--- config.mk ---
export PLATFORM = sky130hd
export DESIGN_NAME = eeprom_boot_ctrl
export DESIGN_NICKNAME = d
export VERILOG_FILES = /design/src/rtl/eeprom_boot_pkg.sv /design/src/rtl/boot_mode_decode.sv /design/src/rtl/spi_byte_xfer.sv /design/src/rtl/eeprom_boot_ctrl.sv
export SDC_FILE = /design/constraint.sdc
export NUM_CORES = 1
export LEC_CHECK = 0
export BUFFER_PORTS_ARGS = -buffer_cell sky130_fd_sc_hd__buf_2
export CORE_MARGIN = 4
export CORE_UTILIZATION = 35
export DETAILED_ROUTE_END_ITERATION = 8
export PLACE_DENSITY = 0.59
export SYNTH_ARGS = -nofsm -noshare
export SYNTH_HDL_FRONTEND = slang
export SYNTH_SLANG_ARGS = --single-unit
export TNS_END_PERCENT = 100
--- constraint.sdc ---
create_clock -name clk -period 4.2 [get_ports clk]
set_input_delay 0.84 -clock clk [delete_from_list [all_inputs] [get_ports clk]]
set_output_delay 0.84 -clock clk [all_outputs]
set_load 0.01 [all_outputs]
--- src/rtl/eeprom_boot_pkg.sv ---
package eeprom_boot_pkg;

   typedef enum logic [1:0] {
      BK_EXT   = 2'd0,
      BK_FLASH = 2'd1,
      BK_SPI   = 2'd2,
      BK_RSVD  = 2'd3
   } boot_kind_t;

   typedef enum logic [2:0] {
      ST_SAMPLE = 3'd0,
      ST_CMD    = 3'd1,
      ST_ADDR   = 3'd2,
      ST_LEN    = 3'd3,
      ST_DATA   = 3'd4,
      ST_HALT   = 3'd5
   } seq_state_t;

   localparam logic [7:0] RD_OPCODE = 8'h03;

endpackage

--- src/rtl/boot_mode_decode.sv ---
module boot_mode_decode
   import eeprom_boot_pkg::*;
(
   input  logic [2:0] mode,
   output boot_kind_t kind,
   output logic [1:0] addr_bytes
);

   always_comb begin
      kind       = BK_RSVD;
      addr_bytes = 2'd1;
      case (mode)
         3'b000:  kind = BK_EXT;
         3'b001:  kind = BK_FLASH;
         3'b010:  begin kind = BK_SPI; addr_bytes = 2'd1; end
         3'b011:  begin kind = BK_SPI; addr_bytes = 2'd2; end
         default: kind = BK_RSVD;
      endcase
   end

endmodule

--- src/rtl/spi_byte_xfer.sv ---
module spi_byte_xfer #(
   parameter int SCK_DIV = 2
) (
   input  logic       clk,
   input  logic       rst_n,
   input  logic       clear,
   input  logic       start,
   input  logic [7:0] tx,
   input  logic       miso,
   output logic       sck,
   output logic       mosi,
   output logic       busy,
   output logic       done,
   output logic [7:0] rx
);

   localparam int DIV_W = (SCK_DIV > 1) ? $clog2(SCK_DIV) : 1;
   localparam logic [DIV_W-1:0] DIV_LAST = DIV_W'(SCK_DIV - 1);

   if (SCK_DIV < 1) begin : g_bad_div
      $error("spi_byte_xfer: SCK_DIV must be at least 1");
   end

   logic [DIV_W-1:0] div_cnt;
   logic [2:0]       bit_cnt;
   logic [7:0]       sh;
   logic             tick;

   assign tick = (div_cnt == DIV_LAST);
   assign mosi = sh[7];

   always_ff @(posedge clk or negedge rst_n) begin
      if (!rst_n) begin
         div_cnt <= '0;
         bit_cnt <= '0;
         sh      <= '0;
         sck     <= 1'b0;
         busy    <= 1'b0;
         done    <= 1'b0;
         rx      <= '0;
      end else begin
         done <= 1'b0;
         if (clear) begin
            busy    <= 1'b0;
            sck     <= 1'b0;
            div_cnt <= '0;
            sh      <= '0;
         end else if (start && !busy) begin
            busy    <= 1'b1;
            sh      <= tx;
            bit_cnt <= '0;
            div_cnt <= '0;
            sck     <= 1'b0;
         end else if (busy) begin
            div_cnt <= tick ? '0 : div_cnt + 1'b1;
            if (tick) begin
               if (!sck) begin
                  sck <= 1'b1;
                  rx  <= {rx[6:0], miso};
               end else begin
                  sck <= 1'b0;
                  sh  <= {sh[6:0], 1'b0};
                  if (bit_cnt == 3'd7) begin
                     busy <= 1'b0;
                     done <= 1'b1;
                  end else begin
                     bit_cnt <= bit_cnt + 1'b1;
                  end
               end
            end
         end
      end
   end

   assert_sck_idle_R4: assert property (@(posedge clk) disable iff (!rst_n)
      !busy |-> !sck);

   assert_mosi_hold_R4: assert property (@(posedge clk) disable iff (!rst_n)
      (sck && $past(sck) && !$past(clear)) |-> $stable(mosi));

endmodule

--- src/rtl/eeprom_boot_ctrl.sv ---
module eeprom_boot_ctrl
   import eeprom_boot_pkg::*;
#(
   parameter int          SCK_DIV       = 4,
   parameter int          MEM_AW        = 16,
   parameter int          LEN_BYTES     = 4,
   parameter bit          LEN_MSB_FIRST = 1'b1,
   parameter logic [31:0] EXT_BASE      = 32'h0200_0000,
   parameter logic [31:0] INT_BASE      = 32'h0000_0000
) (
   input  logic              clk,
   input  logic              rst_n,
   input  logic              sw_rst,
   input  logic [2:0]        mode_pins,
   input  logic              skip_on_soft,
   output logic              spi_cs_n,
   output logic              spi_sck,
   output logic              spi_mosi,
   input  logic              spi_miso,
   output logic              mem_we,
   output logic [MEM_AW-1:0] mem_addr,
   output logic [7:0]        mem_wdata,
   output logic              boot_go,
   output logic [31:0]       boot_target,
   output logic              flash_sel,
   output logic              mode_err
);

   localparam int LEN_W = 8 * LEN_BYTES;
   localparam int CNT_W = $clog2(LEN_BYTES + 1);

   if (LEN_BYTES < 1 || LEN_BYTES > 4) begin : g_bad_len
      $error("eeprom_boot_ctrl: LEN_BYTES must lie in 1..4");
   end
   if (MEM_AW < 1 || MEM_AW > 32) begin : g_bad_aw
      $error("eeprom_boot_ctrl: MEM_AW must lie in 1..32");
   end

   boot_kind_t       kind;
   logic [1:0]       addr_bytes;
   seq_state_t       state;
   logic             soft_q;
   logic [1:0]       addr_q;
   logic [CNT_W-1:0] cnt;
   logic [LEN_W-1:0] len_q;
   logic [LEN_W-1:0] len_next;
   logic [LEN_W-1:0] remain;
   logic [MEM_AW-1:0] wr_ptr;
   logic             x_start;
   logic [7:0]       x_tx;
   logic             x_busy;
   logic             x_done;
   logic [7:0]       x_rx;

   boot_mode_decode i_decode (
      .mode       (mode_pins),
      .kind       (kind),
      .addr_bytes (addr_bytes)
   );

   spi_byte_xfer #(.SCK_DIV(SCK_DIV)) i_xfer (
      .clk   (clk),
      .rst_n (rst_n),
      .clear (sw_rst),
      .start (x_start),
      .tx    (x_tx),
      .miso  (spi_miso),
      .sck   (spi_sck),
      .mosi  (spi_mosi),
      .busy  (x_busy),
      .done  (x_done),
      .rx    (x_rx)
   );

   if (LEN_BYTES == 1) begin : g_len_one
      assign len_next = x_rx;
   end else if (LEN_MSB_FIRST) begin : g_len_msb
      assign len_next = {len_q[LEN_W-9:0], x_rx};
   end else begin : g_len_lsb
      assign len_next = {x_rx, len_q[LEN_W-1:8]};
   end

   always_ff @(posedge clk or negedge rst_n) begin
      if (!rst_n) begin
         state       <= ST_SAMPLE;
         soft_q      <= 1'b0;
         addr_q      <= 2'd1;
         cnt         <= '0;
         len_q       <= '0;
         remain      <= '0;
         wr_ptr      <= '0;
         x_start     <= 1'b0;
         x_tx        <= '0;
         spi_cs_n    <= 1'b1;
         mem_we      <= 1'b0;
         mem_addr    <= '0;
         mem_wdata   <= '0;
         boot_go     <= 1'b0;
         boot_target <= '0;
         flash_sel   <= 1'b0;
         mode_err    <= 1'b0;
      end else begin
         x_start <= 1'b0;
         mem_we  <= 1'b0;
         boot_go <= 1'b0;
         if (sw_rst) begin
            state    <= ST_SAMPLE;
            soft_q   <= 1'b1;
            spi_cs_n <= 1'b1;
         end else begin
            case (state)
               ST_SAMPLE: begin
                  soft_q    <= 1'b0;
                  flash_sel <= 1'b0;
                  mode_err  <= 1'b0;
                  addr_q    <= addr_bytes;
                  if (soft_q && skip_on_soft) begin
                     boot_go     <= 1'b1;
                     boot_target <= INT_BASE;
                     state       <= ST_HALT;
                  end else begin
                     case (kind)
                        BK_EXT: begin
                           boot_go     <= 1'b1;
                           boot_target <= EXT_BASE;
                           state       <= ST_HALT;
                        end
                        BK_FLASH: begin
                           flash_sel <= 1'b1;
                           state     <= ST_HALT;
                        end
                        BK_SPI: begin
                           spi_cs_n <= 1'b0;
                           x_start  <= 1'b1;
                           x_tx     <= RD_OPCODE;
                           state    <= ST_CMD;
                        end
                        default: begin
                           mode_err <= 1'b1;
                           state    <= ST_HALT;
                        end
                     endcase
                  end
               end
               ST_CMD: begin
                  if (x_done) begin
                     x_start <= 1'b1;
                     x_tx    <= 8'h00;
                     cnt     <= CNT_W'(addr_q - 2'd1);
                     state   <= ST_ADDR;
                  end
               end
               ST_ADDR: begin
                  if (x_done) begin
                     x_start <= 1'b1;
                     if (cnt == '0) begin
                        cnt   <= CNT_W'(LEN_BYTES - 1);
                        state <= ST_LEN;
                     end else begin
                        cnt <= cnt - 1'b1;
                     end
                  end
               end
               ST_LEN: begin
                  if (x_done) begin
                     len_q <= len_next;
                     if (cnt == '0) begin
                        if (len_next == '0) begin
                           spi_cs_n    <= 1'b1;
                           boot_go     <= 1'b1;
                           boot_target <= INT_BASE;
                           state       <= ST_HALT;
                        end else begin
                           remain  <= len_next;
                           wr_ptr  <= '0;
                           x_start <= 1'b1;
                           state   <= ST_DATA;
                        end
                     end else begin
                        cnt     <= cnt - 1'b1;
                        x_start <= 1'b1;
                     end
                  end
               end
               ST_DATA: begin
                  if (x_done) begin
                     mem_we    <= 1'b1;
                     mem_addr  <= wr_ptr;
                     mem_wdata <= x_rx;
                     wr_ptr    <= wr_ptr + 1'b1;
                     if (remain == LEN_W'(1)) begin
                        spi_cs_n    <= 1'b1;
                        boot_go     <= 1'b1;
                        boot_target <= INT_BASE;
                        state       <= ST_HALT;
                     end else begin
                        remain  <= remain - 1'b1;
                        x_start <= 1'b1;
                     end
                  end
               end
               default: ;
            endcase
         end
      end
   end

   assert_err_quiet_R3: assert property (@(posedge clk) disable iff (!rst_n)
      mode_err |-> (spi_cs_n && !mem_we && !boot_go));

   assert_go_pulse_R2: assert property (@(posedge clk) disable iff (!rst_n)
      boot_go |=> !boot_go);

   assert_cs_held_R7: assert property (@(posedge clk) disable iff (!rst_n)
      (state inside {ST_CMD, ST_ADDR, ST_LEN, ST_DATA}) |-> !spi_cs_n);

   assert_go_released_R7: assert property (@(posedge clk) disable iff (!rst_n)
      boot_go |-> spi_cs_n);

   assert_abort_R9: assert property (@(posedge clk) disable iff (!rst_n)
      sw_rst |=> (spi_cs_n && !x_busy));

   assert_sck_needs_cs_R4: assert property (@(posedge clk) disable iff (!rst_n)
      spi_sck |-> !spi_cs_n);

endmodule

==> metrics.txt <==
Initial DRC Count=320; CTS tree=done; Chip Width=148.5 um; initial antenna violation count=0; area delta synth->final=13.54%; Avg Vias per Cell=5.116; worst slack, placed=1.267 ns; total congestion overflow=0; CP Max Fanout=53; CP required=4.52 ns; Total Routing Usage GR=0.1515; clock-pin slew on the worst setup and hold paths=0.06 ns; Tcrit/Tclk final=0.6970; Fmax achieved=341.6 MHz; register area share after synthesis=0.4968; Max-Cap Viols=0; core area=19460 um^2; CTS Hold Bufs=0; via count=5582; CTS-repair resized insts=0; DRC errors left=0; synth cell count leaders=nand2_1, dfrtp_1, o21ai_0; synthesized flop and latch total=137; fin area=7840 um^2; std cell rows=51; IO buf count=39; status=completed; largest net degree at the start of global routing=84; most frequent cell after synthesis=nand2_1; Leakage Power=3.699 nW; clock root buffer master=clkbuf_16; Synth Flop Type=dfrtp_1; PwrDens=445.2 nW/um^2; final wirelength=15.84 mm; DP Wirelength=10.29 mm; Async SR Flop Fraction=1.000; syn_area_per_cell=8.808 um^2; Post-Synthesis Cell Area=6905 um^2; io pins=71; # placed instances=1059; fin. max-slew vios=0; Synth cell types=59; fin cells=1091; worst setup margin=1.273 ns; Cells after Synth=784; # clock sinks=137; Post-synth EDFFs=0; Clock Path Buffers=2; Setup Skew=0.008153 ns; latest clock arrival within the worst-skew pair=0.43 ns; Worst Path Arrival=3.24 ns; fin nets=830; Setup TNS=0 ns; Slew HR=0.4219; RePlAce Congestion=0.7972; Crit Path Category=flip-flop to flip-flop; number of global-route vias before repair=5349; worst vdd ir=0.2586 mV; min-delay worst type=input pin to asynchronous set/reset pin; Die ar.=22040 um^2; Initial Utilization=0.3548; crit path launch type=flip-flop; Synth area leaders=dfrtp_1, nand2_1, o21ai_0, a21oi_1, buf_4; Ys Warns=0; fin util=0.4028; Final Hold Fails=0; Setup violations, final=0; die extent in y=148.5 um; Crit. End Element=flip-flop; RSZ-0062 raised after global routing=no; area share of the largest cell type after synthesis=0.4892; Final min period=2.927 ns; First-pass DRT Iterations=5; share of cells above drive strength 1=0.1344; DP Area=7231 um^2; largest area contributor in the netlist=dfrtp_1; Wirelength per Cell=14.51 um; cts bufs inserted=17; # diodes=0; Final ANT Viol Nets=0; setup bufs post-CTS=0; first-pass GRT wire length=27.22 mm; worst-margin pin slew=0.8662 ns; H-Tree Depth=4
## where the power goes
part	internal, mW	switching [mW]	leakage, nW
registers	1.38	0.0619	1.81
clock network	0.955	0.591	0.296
logic	0.161	0.338	1.59
total	2.50	0.992	3.70
## critical path, cell delays in order (launching register included)
cell	delay, ns
dfrtp_1	0.39
or4_4	0.56
or4b_4	0.57
nor4_4	0.40
o32a_1	0.19
buf_4	0.41
nor2_1	0.10
o22a_1	0.18
## logic make-up (layout without fill, tap and decap cells)
logic type / Yosys count / count (layout) / share of synthesized area
buf+inv: 86 / 98 / 0.06958
fa+ha+maj: 10 / 10 / 0.01776
mux: 11 / 11 / 0.01776
xor+xnor: 1 / 1 / 0.001269
other cells: 1 / 31 / 0.0005431
flops: 137 / 137 / 0.4968
compound gates: 184 / 184 / 0.1598
simple gates: 354 / 354 / 0.2365
## layout make-up
class	count	area, um^2
fill	1933	11620
sequential	137	3431
multi-input combinational	591	3117
clock buffer	19	442.9
tap	265	331.6
timing repair buffer	52	299.0
clock inverter	13	166.4
inverter	14	52.55
## registers in the layout (all words and copies together) (netlist names), 2 cells and up
signal,cells
len_q,24
addr_q,2
cnt,3
wr_ptr,16
remain,32
mem_wdata,8
i_xfer.rx,8
mem_addr,16
i_xfer.bit_cnt,3
state,3
i_xfer.sh,8
i_xfer.div_cnt,2
## final timing paths
kind,start,endpoint,slack [ns],depth (start not counted)
min in group clk,mem_addr[10]$_DFFE_PN0P_,mem_addr[10]$_DFFE_PN0P_,0.47,2
max in group asynchronous,rst_n,i_xfer.bit_cnt[0]$_DFFE_PN0P_,2.83,2
worst max-delay path,remain[16]$_DFFE_PN0P_,remain[9]$_DFFE_PN0P_,1.27,7
worst min-delay path,rst_n,mem_addr[9]$_DFFE_PN0P_,0.44,1
worst max register to register,remain[16]$_DFFE_PN0P_,remain[9]$_DFFE_PN0P_,1.27,7
worst min register to register,mem_addr[10]$_DFFE_PN0P_,mem_addr[10]$_DFFE_PN0P_,0.47,2
## per-layer routing
metal | global-route usage | vias up | share of wire
li1 | - | 2760 | -
met1 | 0.2129 | 2679 | 0.47
met2 | 0.2319 | 120 | 0.46
met3 | 0.03382 | 23 | 0.049
met4 | 0.05266 | 0 | 0.018
met5 | 0 | - | 0
## stage by stage
| step | hold WS, ns | power, mW |
|---|---|---|
| finish | 0.4395 | 3.491 |
| global placement | 0.4525 | 1.963 |
| floorplan | 0.4498 | 1.849 |
| detailed placement | 0.4571 | 1.966 |
| global route | 0.4934 | 3.674 |
| CTS | 0.4705 | 3.525 |
## cells in the final DEF (no fill, tap or decap), types with 10 or more instances in the layout
cell type    n
dfrtp_1    135
buf_4       13
buf_2       38
nand2_1    191
a21oi_1     47
inv_1       14
nor2_1      56
clkbuf_16   17
mux2_2      10
a22oi_1     10
nor3_1      25
o21ai_0     74
nor4_1      17
conb_1      31
Note: power is estimated with default switching activity, not from simulation.
